**config.mk**
```make
export PLATFORM = sky130hd
export DESIGN_NAME = nan_select_unit
export DESIGN_NICKNAME = d
export VERILOG_FILES = /design/src/rtl/nan_sel_pkg.sv /design/src/rtl/nan_sel_classify.sv /design/src/rtl/nan_sel_pick.sv /design/src/rtl/nan_select_unit.sv
export SDC_FILE = /design/constraint.sdc
export NUM_CORES = 1
export LEC_CHECK = 0
export ABC_AREA = 1
export CORE_MARGIN = 8
export CORE_UTILIZATION = 30
export DETAILED_ROUTE_END_ITERATION = 8
export PLACE_DENSITY = 0.86
export SLEW_MARGIN = 25
export SYNTH_ARGS = -nofsm -noshare
export SYNTH_HDL_FRONTEND = slang
export SYNTH_SLANG_ARGS = --single-unit
```
**constraint.sdc**
```tcl
create_clock -name vclk -period 3.5
set_input_delay 0.525 -clock vclk [all_inputs]
set_output_delay 0.525 -clock vclk [all_outputs]
set_load 0.01 [all_outputs]
```
**src/rtl/nan_sel_pkg.sv**
```systemverilog
package nan_sel_pkg;
    localparam int WORD_W   = 64;
    localparam int SP_W     = 32;
    localparam int SP_EXP_W = 8;
    localparam int DP_EXP_W = 11;
    localparam int SP_FRC_W = SP_W - 1 - SP_EXP_W;       // 23
    localparam int DP_FRC_W = WORD_W - 1 - DP_EXP_W;     // 52
    localparam int SP_QBIT  = SP_FRC_W - 1;              // 22
    localparam int DP_QBIT  = DP_FRC_W - 1;              // 51
    localparam int N_OPD    = 3;

    localparam logic [WORD_W-1:0] SP_DEFAULT = {{(WORD_W-SP_W){1'b0}}, 1'b0, {(SP_W-1){1'b1}}};
    localparam logic [WORD_W-1:0] DP_DEFAULT = {1'b0, {(WORD_W-1){1'b1}}};

    typedef enum logic [1:0] {
        PICK_A   = 2'd0,
        PICK_B   = 2'd1,
        PICK_C   = 2'd2,
        PICK_DEF = 2'd3
    } pick_e;
endpackage

```
**src/rtl/nan_sel_classify.sv**
```systemverilog
module nan_sel_classify
    import nan_sel_pkg::*;
(
    input  logic [WORD_W-1:0] opd,
    input  logic              is_double,
    output logic              is_nan,
    output logic              is_sig
);
    logic [SP_W-1:0]   sp_shl;
    logic [WORD_W-1:0] dp_shl;
    logic              sp_nan, dp_nan, sp_sig, dp_sig;

    always_comb begin
        sp_shl = {opd[SP_W-2:0], 1'b0};
        dp_shl = {opd[WORD_W-2:0], 1'b0};
        sp_nan = sp_shl > {{SP_EXP_W{1'b1}}, {(SP_W-SP_EXP_W){1'b0}}};
        dp_nan = dp_shl > {{DP_EXP_W{1'b1}}, {(WORD_W-DP_EXP_W){1'b0}}};
        sp_sig = (opd[SP_W-2:SP_QBIT] == {{SP_EXP_W{1'b1}}, 1'b0}) && (opd[SP_QBIT-1:0] != '0);
        dp_sig = (opd[WORD_W-2:DP_QBIT] == {{DP_EXP_W{1'b1}}, 1'b0}) && (opd[DP_QBIT-1:0] != '0);
        is_nan = is_double ? dp_nan : sp_nan;
        is_sig = is_double ? dp_sig : sp_sig;
    end

    always_comb begin
        if (is_sig) begin
            p_sig_is_nan_r2: assert (is_nan);
        end
    end
endmodule

```
**src/rtl/nan_sel_pick.sv**
```systemverilog
module nan_sel_pick
    import nan_sel_pkg::*;
(
    input  logic [N_OPD-1:0] nan_v,
    input  logic [N_OPD-1:0] sig_v,
    input  logic             use_three,
    output pick_e            pick
);
    always_comb begin
        if (use_three) begin
            if      (sig_v[2]) pick = PICK_C;
            else if (sig_v[1]) pick = PICK_B;
            else if (sig_v[0]) pick = PICK_A;
            else if (nan_v[2]) pick = PICK_C;
            else if (nan_v[1]) pick = PICK_B;
            else if (nan_v[0]) pick = PICK_A;
            else               pick = PICK_DEF;
        end else begin
            if      (sig_v[1]) pick = PICK_B;
            else if (sig_v[0]) pick = PICK_A;
            else if (nan_v[1]) pick = PICK_B;
            else if (nan_v[0]) pick = PICK_A;
            else               pick = PICK_DEF;
        end
    end

    always_comb begin
        if (pick == PICK_C) begin
            p_c_only_three_r8: assert (use_three);
        end
    end
endmodule

```
**src/rtl/nan_select_unit.sv**
```systemverilog
module nan_select_unit
    import nan_sel_pkg::*;
(
    input  logic [63:0] opd_a,
    input  logic [63:0] opd_b,
    input  logic [63:0] opd_c,
    input  logic        use_three,
    input  logic        is_double,
    output logic [63:0] nan_result,
    output logic        nan_seen,
    output logic        invalid
);
    logic [WORD_W-1:0] opd_v  [N_OPD];
    logic [WORD_W-1:0] cand_v [N_OPD];
    logic [N_OPD-1:0]  nan_raw, sig_raw, part_v, nan_v, sig_v;
    logic [WORD_W-1:0] chosen;
    pick_e             pick;

    assign opd_v[0] = opd_a;
    assign opd_v[1] = opd_b;
    assign opd_v[2] = opd_c;
    assign part_v   = {use_three, 1'b1, 1'b1};
    assign nan_v    = nan_raw & part_v;
    assign sig_v    = sig_raw & part_v;

    for (genvar i = 0; i < N_OPD; i++) begin : g_opd
        nan_sel_classify u_cls (
            .opd       (opd_v[i]),
            .is_double (is_double),
            .is_nan    (nan_raw[i]),
            .is_sig    (sig_raw[i])
        );
        // double precision: every candidate is quieted ahead of selection
        assign cand_v[i] = is_double ? (opd_v[i] | (WORD_W'(1) << DP_QBIT)) : opd_v[i];
    end

    nan_sel_pick u_pick (
        .nan_v     (nan_v),
        .sig_v     (sig_v),
        .use_three (use_three),
        .pick      (pick)
    );

    always_comb begin
        unique case (pick)
            PICK_A:  chosen = cand_v[0];
            PICK_B:  chosen = cand_v[1];
            PICK_C:  chosen = cand_v[2];
            default: chosen = is_double ? DP_DEFAULT : SP_DEFAULT;
        endcase
        if (is_double)
            nan_result = chosen;
        else
            // single precision: quiet after selection, upper half cleared
            nan_result = {{(WORD_W-SP_W){1'b0}}, chosen[SP_W-1:0] | (SP_W'(1) << SP_QBIT)};
        nan_seen = |nan_v;
        invalid  = |sig_v;
    end

    always_comb begin
        if (invalid) begin
            p_inv_needs_nan_r2: assert (nan_seen);
        end
        if (!nan_seen) begin
            p_default_out_r7: assert (nan_result == (is_double ? DP_DEFAULT : SP_DEFAULT));
        end
        if (nan_seen && is_double) begin
            p_quiet_dp_r5: assert (nan_result[DP_QBIT] && (&nan_result[WORD_W-2:DP_FRC_W]));
        end
        if (nan_seen && !is_double) begin
            p_quiet_sp_r5: assert (nan_result[SP_QBIT] && (&nan_result[SP_W-2:SP_FRC_W]));
        end
        if (!is_double) begin
            p_upper_zero_r6: assert (nan_result[WORD_W-1:SP_W] == '0);
        end
    end
endmodule

```
# Yosys cells after proc, flatten, opt, wreduce, memory -nomap -nowiden
# Cells that the tools add are included.
# Widths: inputs -> output; s select.
dict set report op_classes {
  n_lt_le_gt_ge 6
  n_eq_ne 8
  muxes 21
  n_bitwise 2
  reduce_logical 15
}
# cell n
set ops {}
lappend ops {{$gt 64x64->1 const B} 3}
lappend ops {{$pmux 64 s3} 1}
lappend ops {{$mux 52} 3}
lappend ops {{$reduce_bool 51->1} 3}
lappend ops {{$gt 32x32->1 const B} 3}
lappend ops {{$reduce_bool 22->1} 3}
lappend ops {{$mux 64} 1}
lappend ops {{$mux 63} 1}
lappend ops {{$eq 12x12->1 const B} 3}
lappend ops {{$eq 9x9->1 const B} 3}
lappend ops {{$mux 2} 9}
lappend ops {{$and 3x3->3} 2}
lappend ops {{$logic_and 1x1->1} 6}
lappend ops {{$mux 1} 6}
lappend ops {{$reduce_or 3->1} 2}
lappend ops {{$eq 2x1->1 const B} 1}
lappend ops {{$eq 2x2->1 const B} 1}
lappend ops {{$logic_not 2->1} 1}
dict set report word_totals {
  regBits 0
  in_bits 194
  wordCells 52
}

# Logic depth before layout (Yosys ltp)
# Gate-level depths: netlist of the first run.
dict set report logic_depth {
  depth_word 13
  depth_mapped 19
  ltp_nobuf 17
}

# Hierarchy
# From an unflattened synthesis of the first run, not the netlist that was laid out.
dict set report unflattened {
  hier_cells 703
  area_unflattened_um2 2945.3
}
# mod n_inst cells_per_inst area_each_um2 seq_area_each_um2
set modules_own_cells {}
lappend modules_own_cells {nan_select_unit 1 399 1752.9 0.0}
lappend modules_own_cells {nan_sel_classify 3 97 380.4 0.0}
lappend modules_own_cells {nan_sel_pick 1 13 51.3 0.0}

# Least setup slack after synthesis of the first run
# No wires, ideal clock.
dict set report synth_path {
  path_kind {input to output}
  start {in opd_c[21]}
  end {out nan_result[23]}
  t_arrival_ns 2.544
  required_time_ns 2.975
  path_slack_ns 0.431
  stages 15
  path_cell_list {or2_1 -> nor2_2 -> inv_1 -> nor2_1 -> nand2_1 -> nand2_1 -> nand2_1 -> nand2_1 -> nand2_1 -> o21ai_0 -> ha_1 -> clkbuf_1 -> clkbuf_1 -> inv_1 -> o221ai_1}
}
dict set report synth_between {
  elab_chain_len 11
  elab_cells_between_ends 20
}
# item line_no
set synth_lines {}
lappend synth_lines {{from (decl)} nan_select_unit.sv:6} ;# input logic [63:0] opd_c,
lappend synth_lines {{$gt 64x64->1 or $gt 32x32->1 (tied branches)} {nan_sel_classify.sv:17, nan_sel_classify.sv:16}}
lappend synth_lines {{$mux 1} nan_sel_classify.sv:20} ;# is_nan = is_double ? dp_nan : sp_nan;
lappend synth_lines {{$and 3x3->3} nan_select_unit.sv:23} ;# assign nan_v = nan_raw & part_v;
lappend synth_lines {{$mux 2} nan_sel_pick.sv:14} ;# else if (nan_v[2]) pick = PICK_C;
lappend synth_lines {{$mux 2} nan_sel_pick.sv:13} ;# else if (sig_v[0]) pick = PICK_A;
lappend synth_lines {{$mux 2} nan_sel_pick.sv:12} ;# else if (sig_v[1]) pick = PICK_B;
lappend synth_lines {{$mux 2 *} nan_sel_pick.sv:11} ;# if (sig_v[2]) pick = PICK_C;
lappend synth_lines {{$mux 2 *} nan_sel_pick.sv:10} ;# if (use_three) begin
lappend synth_lines {{$eq 2x2->1, or another cell as far along} nan_select_unit.sv:45} ;# unique case (pick)
lappend synth_lines {{$pmux 64 s3 *} nan_select_unit.sv:45}
lappend synth_lines {{$mux 64 *} nan_select_unit.sv:51} ;# if (is_double)
lappend synth_lines {{to (decl)} nan_select_unit.sv:9} ;# output logic [63:0] nan_result,
# Every way passes the cells marked *; elsewhere a longest branch is shown, timed or not.

# Final worst setup path of the first run
dict set report layout_path {
  start {in opd_c[0]}
  end {out nan_result[55]}
}
# Same word-level chain as after synthesis.

==> results of run 1 <==
## layout make-up
cell class | instances | area [µm²]
antenna | 2 | 5.00
fill | 483 | 1290
inverter | 31 | 120
multi-input combinational | 483 | 3020
tap | 105 | 131
timing repair buffer | 389 | 3520
## critical path: stages
cell	delay, ns
clkdlybuf4s15_1	0.18
nor2_1	0.13
nand2_1	0.09
nor2_2	0.16
nand2_1	0.18
nor2_2	0.19
nand2_2	0.08
nand2_2	0.09
nand2_4	0.07
a21oi_4	0.27
nand2_4	0.13
nand2_4	0.09
buf_6	0.09
ha_4	0.23
clkbuf_16	0.20
nand2_1	0.08
a31oi_1	0.28
buf_2	0.21
## power groups by stage
stage          clock network [mW]  logic (mW)  registers (mW)
6_report             0.0000000767       0.636               0
5_1_grt              0.0000000382       0.661               0
4_1_cts                         0       0.557               0
3_5_place_dp                    0       0.585               0
3_3_place_gp                    0       0.579               0
2_1_floorplan                   0       0.134               0
## path summary, 6_finish.rpt
kind,startpoint,end,depth (start not counted)
max,opd_c[0],nan_result[55],18
min,opd_a[44],nan_result[44],4
## placed cells by master (no fill, tap or decap), types with 12 or more instances in the layout
| master | synthesis | routed |
|---|---|---|
| nand2_2 | 1 | 27 |
| nor2_1 | 109 | 75 |
| buf_2 | 0 | 53 |
| nand2_1 | 186 | 154 |
| buf_4 | 1 | 94 |
| dlymetal6s2s_1 | 0 | 57 |
| a221oi_2 | 0 | 12 |
| nor2_2 | 5 | 30 |
| buf_6 | 0 | 18 |
| dlygate4sd2_1 | 0 | 30 |
| clkbuf_2 | 0 | 56 |
| nand3_1 | 41 | 33 |
| a21oi_1 | 68 | 42 |
| inv_1 | 31 | 19 |
| a21oi_2 | 0 | 19 |
| clkdlybuf4s15_1 | 0 | 48 |
## cell families after synthesis
| family | after synthesis |
|---|---|
| and+or+nand+nor | 369 |
| adders and majority gates | 4 |
| buffers and inverters | 62 |
| AOI/OAI and AO/OA | 110 |
## metal layers
metal / vias to the layer above / GRT usage
met5: - / 0
met1: 2844 / 0.380
met2: 669 / 0.597
met3: 243 / 0.0576
met4: 0 / 0.121
li1: 2563 / -
## through the flow
step,hold slack (ns),util,instance area (µm²)
final,1.38,0.841,6800
after global routing,1.40,0.840,6800
after CTS,1.51,0.774,6260
after detailed placement,2.07,0.727,5880
after global placement,2.06,0.727,5880
after floorplan,1.18,-,2470
## what timing repair did
action	CTS	global route
setup buffers	21	9
endpoints found under the setup margin	64	64
resized for setup	492	323
pin swaps	67	148
gates cloned	7	5
==> metrics.md, run 1 <==
| Metric | Value |
|---|---|
| Outcome | `finished with violations` |
| Violated checks | `setup timing` |
| Synth top area share | `0.283` |
| Max_cap viols | `0` |
| Pre-CTS WS | `-0.706 ns` |
| Area delta synth->final | `176%` |
| Worst-path maximum fanout | `11` |
| Logic pwr share | `1.000` |
| Pleak | `around 3.4 nW` |
| Drt wl/cell | `roughly 25 µm` |
| Post-DP HPWL | `15,400 µm` |
| PwrDens | `approximately 94 nW/µm²` |
| Starting density of the core | `0.305` |
| Clock group share of total power | `0` |
| Tightest Hold Check Type | `primary input to output pin` |
| Required time of the critical path | `roughly 3.0 ns` |
| Power Internal | `318 µW` |
| Post-Synth Simple-Gate Area | `0.615` |
| Count of cell types in the netlist | `28` |
| Post-synthesis mux area share | `0` |
| First-pass GRT wire length | `between 30,000 and 40,000 µm` |
| Largest net degree at the start of global routing | `31` |
| DRT Pass-1 Iters | `6` |
| DR WL met3 | `between 3000 and 4000 µm` |
| Die Area | `approximately 11,000 µm²` |
| First DRT Iteration DRCs | `803` |
| Via count | `around 6,300` |
| Seq cells | `0` |
| Synth Instances | `approximately 550` |
| Sequential power share | `0` |
| Final period util | `1.09` |
| Setup violations, final | `64` |
| Mapped Area | `~2500 µm²` |
| Critical Path Start Type | `primary input` |
| Residual DRC | `0` |
| PortBufs | `260` |
| Largest family of logic cells by synthesized area | `simple AND/OR/NAND/NOR gates` |
| Share of cells above drive strength 1 | `0.443` |
| Met1 Routed Length | `8270 µm` |
| Rel. slew slack | `0.746` |
| Complex-gate fraction of the synthesized area | `0.269` |
| Core area | `a little over 8000 µm²` |
| Vias in the first global route | `about 5,700` |
| Fmax | `approximately 0.26 GHz` |
| Yosys warns | `0` |
| Synth Area per Inst | `4.52 µm²` |
| Power Total | `~640 µW` |
| Most common cell in the netlist | `nand2_1` |
| CLK BUF | `0` |
| Final Slew Violations | `0` |
| Sequential share of the synthesized area | `0` |
| Nets@finish | `1,103` |
| Num rows | `33` |
| Synth Area in XOR/XNOR | `0` |
| Vias/cell | `6.26` |
| Routed Wire Length | `25,300 µm` |
| Top post-synthesis cells by area | `nand2_1 28%, nor2_1 17%, a21oi_1 14%` |
| Switching power | `between 300 and 400 µW` |
| Post-route minimum period | `~3.8 ns` |
| Most frequent cells after synthesis | `186 x nand2_1, 109 x nor2_1, 68 x a21oi_1, 41 x nand3_1, 31 x inv_1` |
| Mapped Nets | `743` |
| GRT Util Overall | `0.331` |
| Antenna violations before repair | `1` |
| Met2 WL post-DR | `11,600 µm` |
| Non-filler instance count after layout | `between 1,000 and 1,500` |
| Switching Share | `0.501` |
| RSZ-0062 raised after global routing | `true` |
| Yosys top cell by area | `nand2_1` |
| Crit end category | `output pin` |
| Antenna viol nets, final | `0` |
| VDD IR-drop max | `about 0.057 mV` |
| Die Y | `approximately 110 µm` |
| Critical Path AT | `3.30 ns` |
| Dpl cells | `971` |
| Slew @ Worst Pin | `~0.38 ns` |
| Setup TNS | `-11.02 ns` |
| GR Overflow Total | `0` |
| Die W | `around 110 µm` |
| Adder-cell share of the synthesized area | `0.0203` |
| Hold buffers post-CTS | `0` |
| Critical Setup Path Class | `primary input to output pin` |
| Placer Congestion | `between 0.9 and 1` |
| Fin. Hold Viols | `0` |
| I/O Pins | `260` |
| Sequential Area | `0 µm²` |
| Fin worst setup slack | `-0.320 ns` |
| Max Used Layer | `met4` |
Note: power is estimated with default switching activity, not from simulation.
==> run 2: changes to the inputs <==
--- a/config.mk
+++ b/config.mk
@@ -6,6 +6,7 @@
 export NUM_CORES = 1
 export LEC_CHECK = 0
 export ABC_AREA = 1
+export CAP_MARGIN = 5
 export CORE_MARGIN = 8
 export CORE_UTILIZATION = 30
 export DETAILED_ROUTE_END_ITERATION = 8
==> constraint.sdc (replaced) <==
create_clock -name vclk -period 3.5
set_input_delay 0.525 -clock vclk [all_inputs]
set_output_delay 0.525 -clock vclk [all_outputs]
set_load 0.05 [all_outputs]
==> metrics.md, run 2 <==
| Metric | Value |
|---|---|
| Placer Congestion | `roughly 1` |
| Most common cell in the netlist | `nand2_1` |
| I/O Pins | `260` |
| Yosys top cell by area | `nand2_1` |
| Die W | `approximately 110 µm` |
| Num rows | `33` |
| Most frequent cells after synthesis | `186 x nand2_1, 109 x nor2_1, 68 x a21oi_1, 41 x nand3_1, 31 x inv_1` |
| Cell Area, Placed | `~6400 µm²` |
| Synth top area share | `0.283` |
| PortBufs | `260` |
| Stopped at | `5_1_grt` |
| Sequential share of the synthesized area | `0` |
| GRT Util Overall | `0.817` |
| Largest net degree at the start of global routing | `32` |
| Synth Instances | `about 550` |
| Mapped Nets | `743` |
| Yosys warns | `0` |
| Count of cell types in the netlist | `28` |
| Worst Endpoint after GRT Repair | `nan_result[31]` |
| GR Overflow Total | `between 400 and 500` |
| Starting density of the core | `0.305` |
| Synth Area per Inst | `about 4.5 µm²` |
| Die Y | `~110 µm` |
| Tool Error | `[ERROR GRT-0232] Routing congestion too high. Check the congestion heatmap in the GUI.` |
| Top post-synthesis cells by area | `nand2_1 28%, nor2_1 17%, a21oi_1 14%` |
| Mapped Area | `approximately 2500 µm²` |
| Kind of the worst endpoint | `primary output` |
| Outcome | `stopped before the end` |
| Post-DP HPWL | `16,400 µm` |
-- run 2: cell counts after synthesis --
No cell type changed its count.
-- run 2: cells by family after synthesis --
| kind of cell | Yosys count | share of synthesized area |
|---|---|---|
| and+or+nand+nor | 369 | 0.615 |
| adders and majority gates | 4 | 0.0203 |
| buffers and inverters | 62 | 0.0959 |
| AOI/OAI and AO/OA | 110 | 0.269 |
-- run 2: through the flow --
step | setup TNS [ns] | std cells | hold slack, ns | util | worst slack [ns]
floorplan | -0.0704 | 545 | 1.27 | - | -0.0245
global placement | -8.89 | 936 | 1.76 | 0.796 | -0.247
detailed placement | -17.37 | 936 | 1.76 | 0.796 | -0.393
CTS | -0.431 | 949 | 1.55 | 0.869 | -0.0523
-- run 2: per-layer routing --
metal / GRT usage / GRT overflow
met2: 1.07 / 334
met4: 0.908 / 114
met1: 0.739 / 1
met5: 0.0938 / 0
met3: 0.653 / 2
-- run 2: what timing repair did --
| item | 4_1_cts |
|---|---|
| buffers inserted | 9 |
| pin swaps | 55 |
| setup endpoints to repair | 64 |
| hold buffers | 0 |
| gates resized for setup | 265 |
| gates cloned | 4 |
==> run 3: changes to the inputs <==
--- a/config.mk
+++ b/config.mk
@@ -10,7 +10,7 @@
 export CORE_MARGIN = 8
 export CORE_UTILIZATION = 30
 export DETAILED_ROUTE_END_ITERATION = 8
-export PLACE_DENSITY = 0.86
+export PLACE_DENSITY_LB_ADDON = 0.15
 export SLEW_MARGIN = 25
 export SYNTH_ARGS = -nofsm -noshare
 export SYNTH_HDL_FRONTEND = slang
==> metrics.md, run 3 <==
| Metric | Value |
|---|---|
| Outcome | `stopped before the end` |
| Stopped at | `5_1_grt` |
| Tool Error | `[ERROR GRT-0232] Routing congestion too high. Check the congestion heatmap in the GUI.` |
| Top post-synthesis cells by area | `nand2_1 28%, nor2_1 17%, a21oi_1 14%` |
| Synth Area per Inst | `4.52 µm²` |
| Starting density of the core | `0.305` |
| Num rows | `33` |
| Most common cell in the netlist | `nand2_1` |
| Sequential share of the synthesized area | `0` |
| Kind of the worst endpoint | `primary output` |
| Mapped Area | `2470 µm²` |
| GR Overflow Total | `~340` |
| Synth Instances | `around 550` |
| Pre-CTS WS | `-0.350 ns` |
| GRT Util Overall | `0.806` |
| Largest net degree at the start of global routing | `31` |
| Worst Endpoint after GRT Repair | `nan_result[30]` |
| Cell Area, Placed | `6520 µm²` |
| Most frequent cells after synthesis | `186 x nand2_1, 109 x nor2_1, 68 x a21oi_1, 41 x nand3_1, 31 x inv_1` |
| Count of cell types in the netlist | `28` |
| PortBufs | `between 200 and 300` |
| Die Y | `about 110 µm` |
| Synth top area share | `0.283` |
| Mapped Nets | `743` |
| Yosys top cell by area | `nand2_1` |
| I/O Pins | `260` |
| Yosys warns | `0` |
| Post-DP HPWL | `about 16,000 µm` |
| Die W | `approximately 110 µm` |
| Placer Congestion | `around 1` |
| Hold buffers post-CTS | `0` |
## run 3: cell counts after synthesis
No cell type changed its count.
## run 3: kinds of logic after synthesis
kind of cell | synth area share
AOI/OAI and AO/OA | 0.269
adders and majority gates | 0.0203
buffers and inverters | 0.0959
and+or+nand+nor | 0.615
## run 3: metrics by stage
step	setup TNS [ns]	hold slack (ns)	util	std cells
2_1_floorplan	-0.0704	1.27	-	545
4_1_cts	0	1.55	0.873	973
3_3_place_gp	-9.33	1.76	0.805	953
3_5_place_dp	-17.16	1.77	0.805	953
## run 3: layer usage
layer	GRT overflow	track usage
met1	3	0.743
met2	202	0.995
met3	3	0.660
met4	127	0.951
met5	0	0.152
## run 3: what timing repair did
action,in CTS
setup buffers,17
pin swaps,149
endpoints found under the setup margin,64
gates resized for setup,271
hold endpoints to repair,0
cloned,3
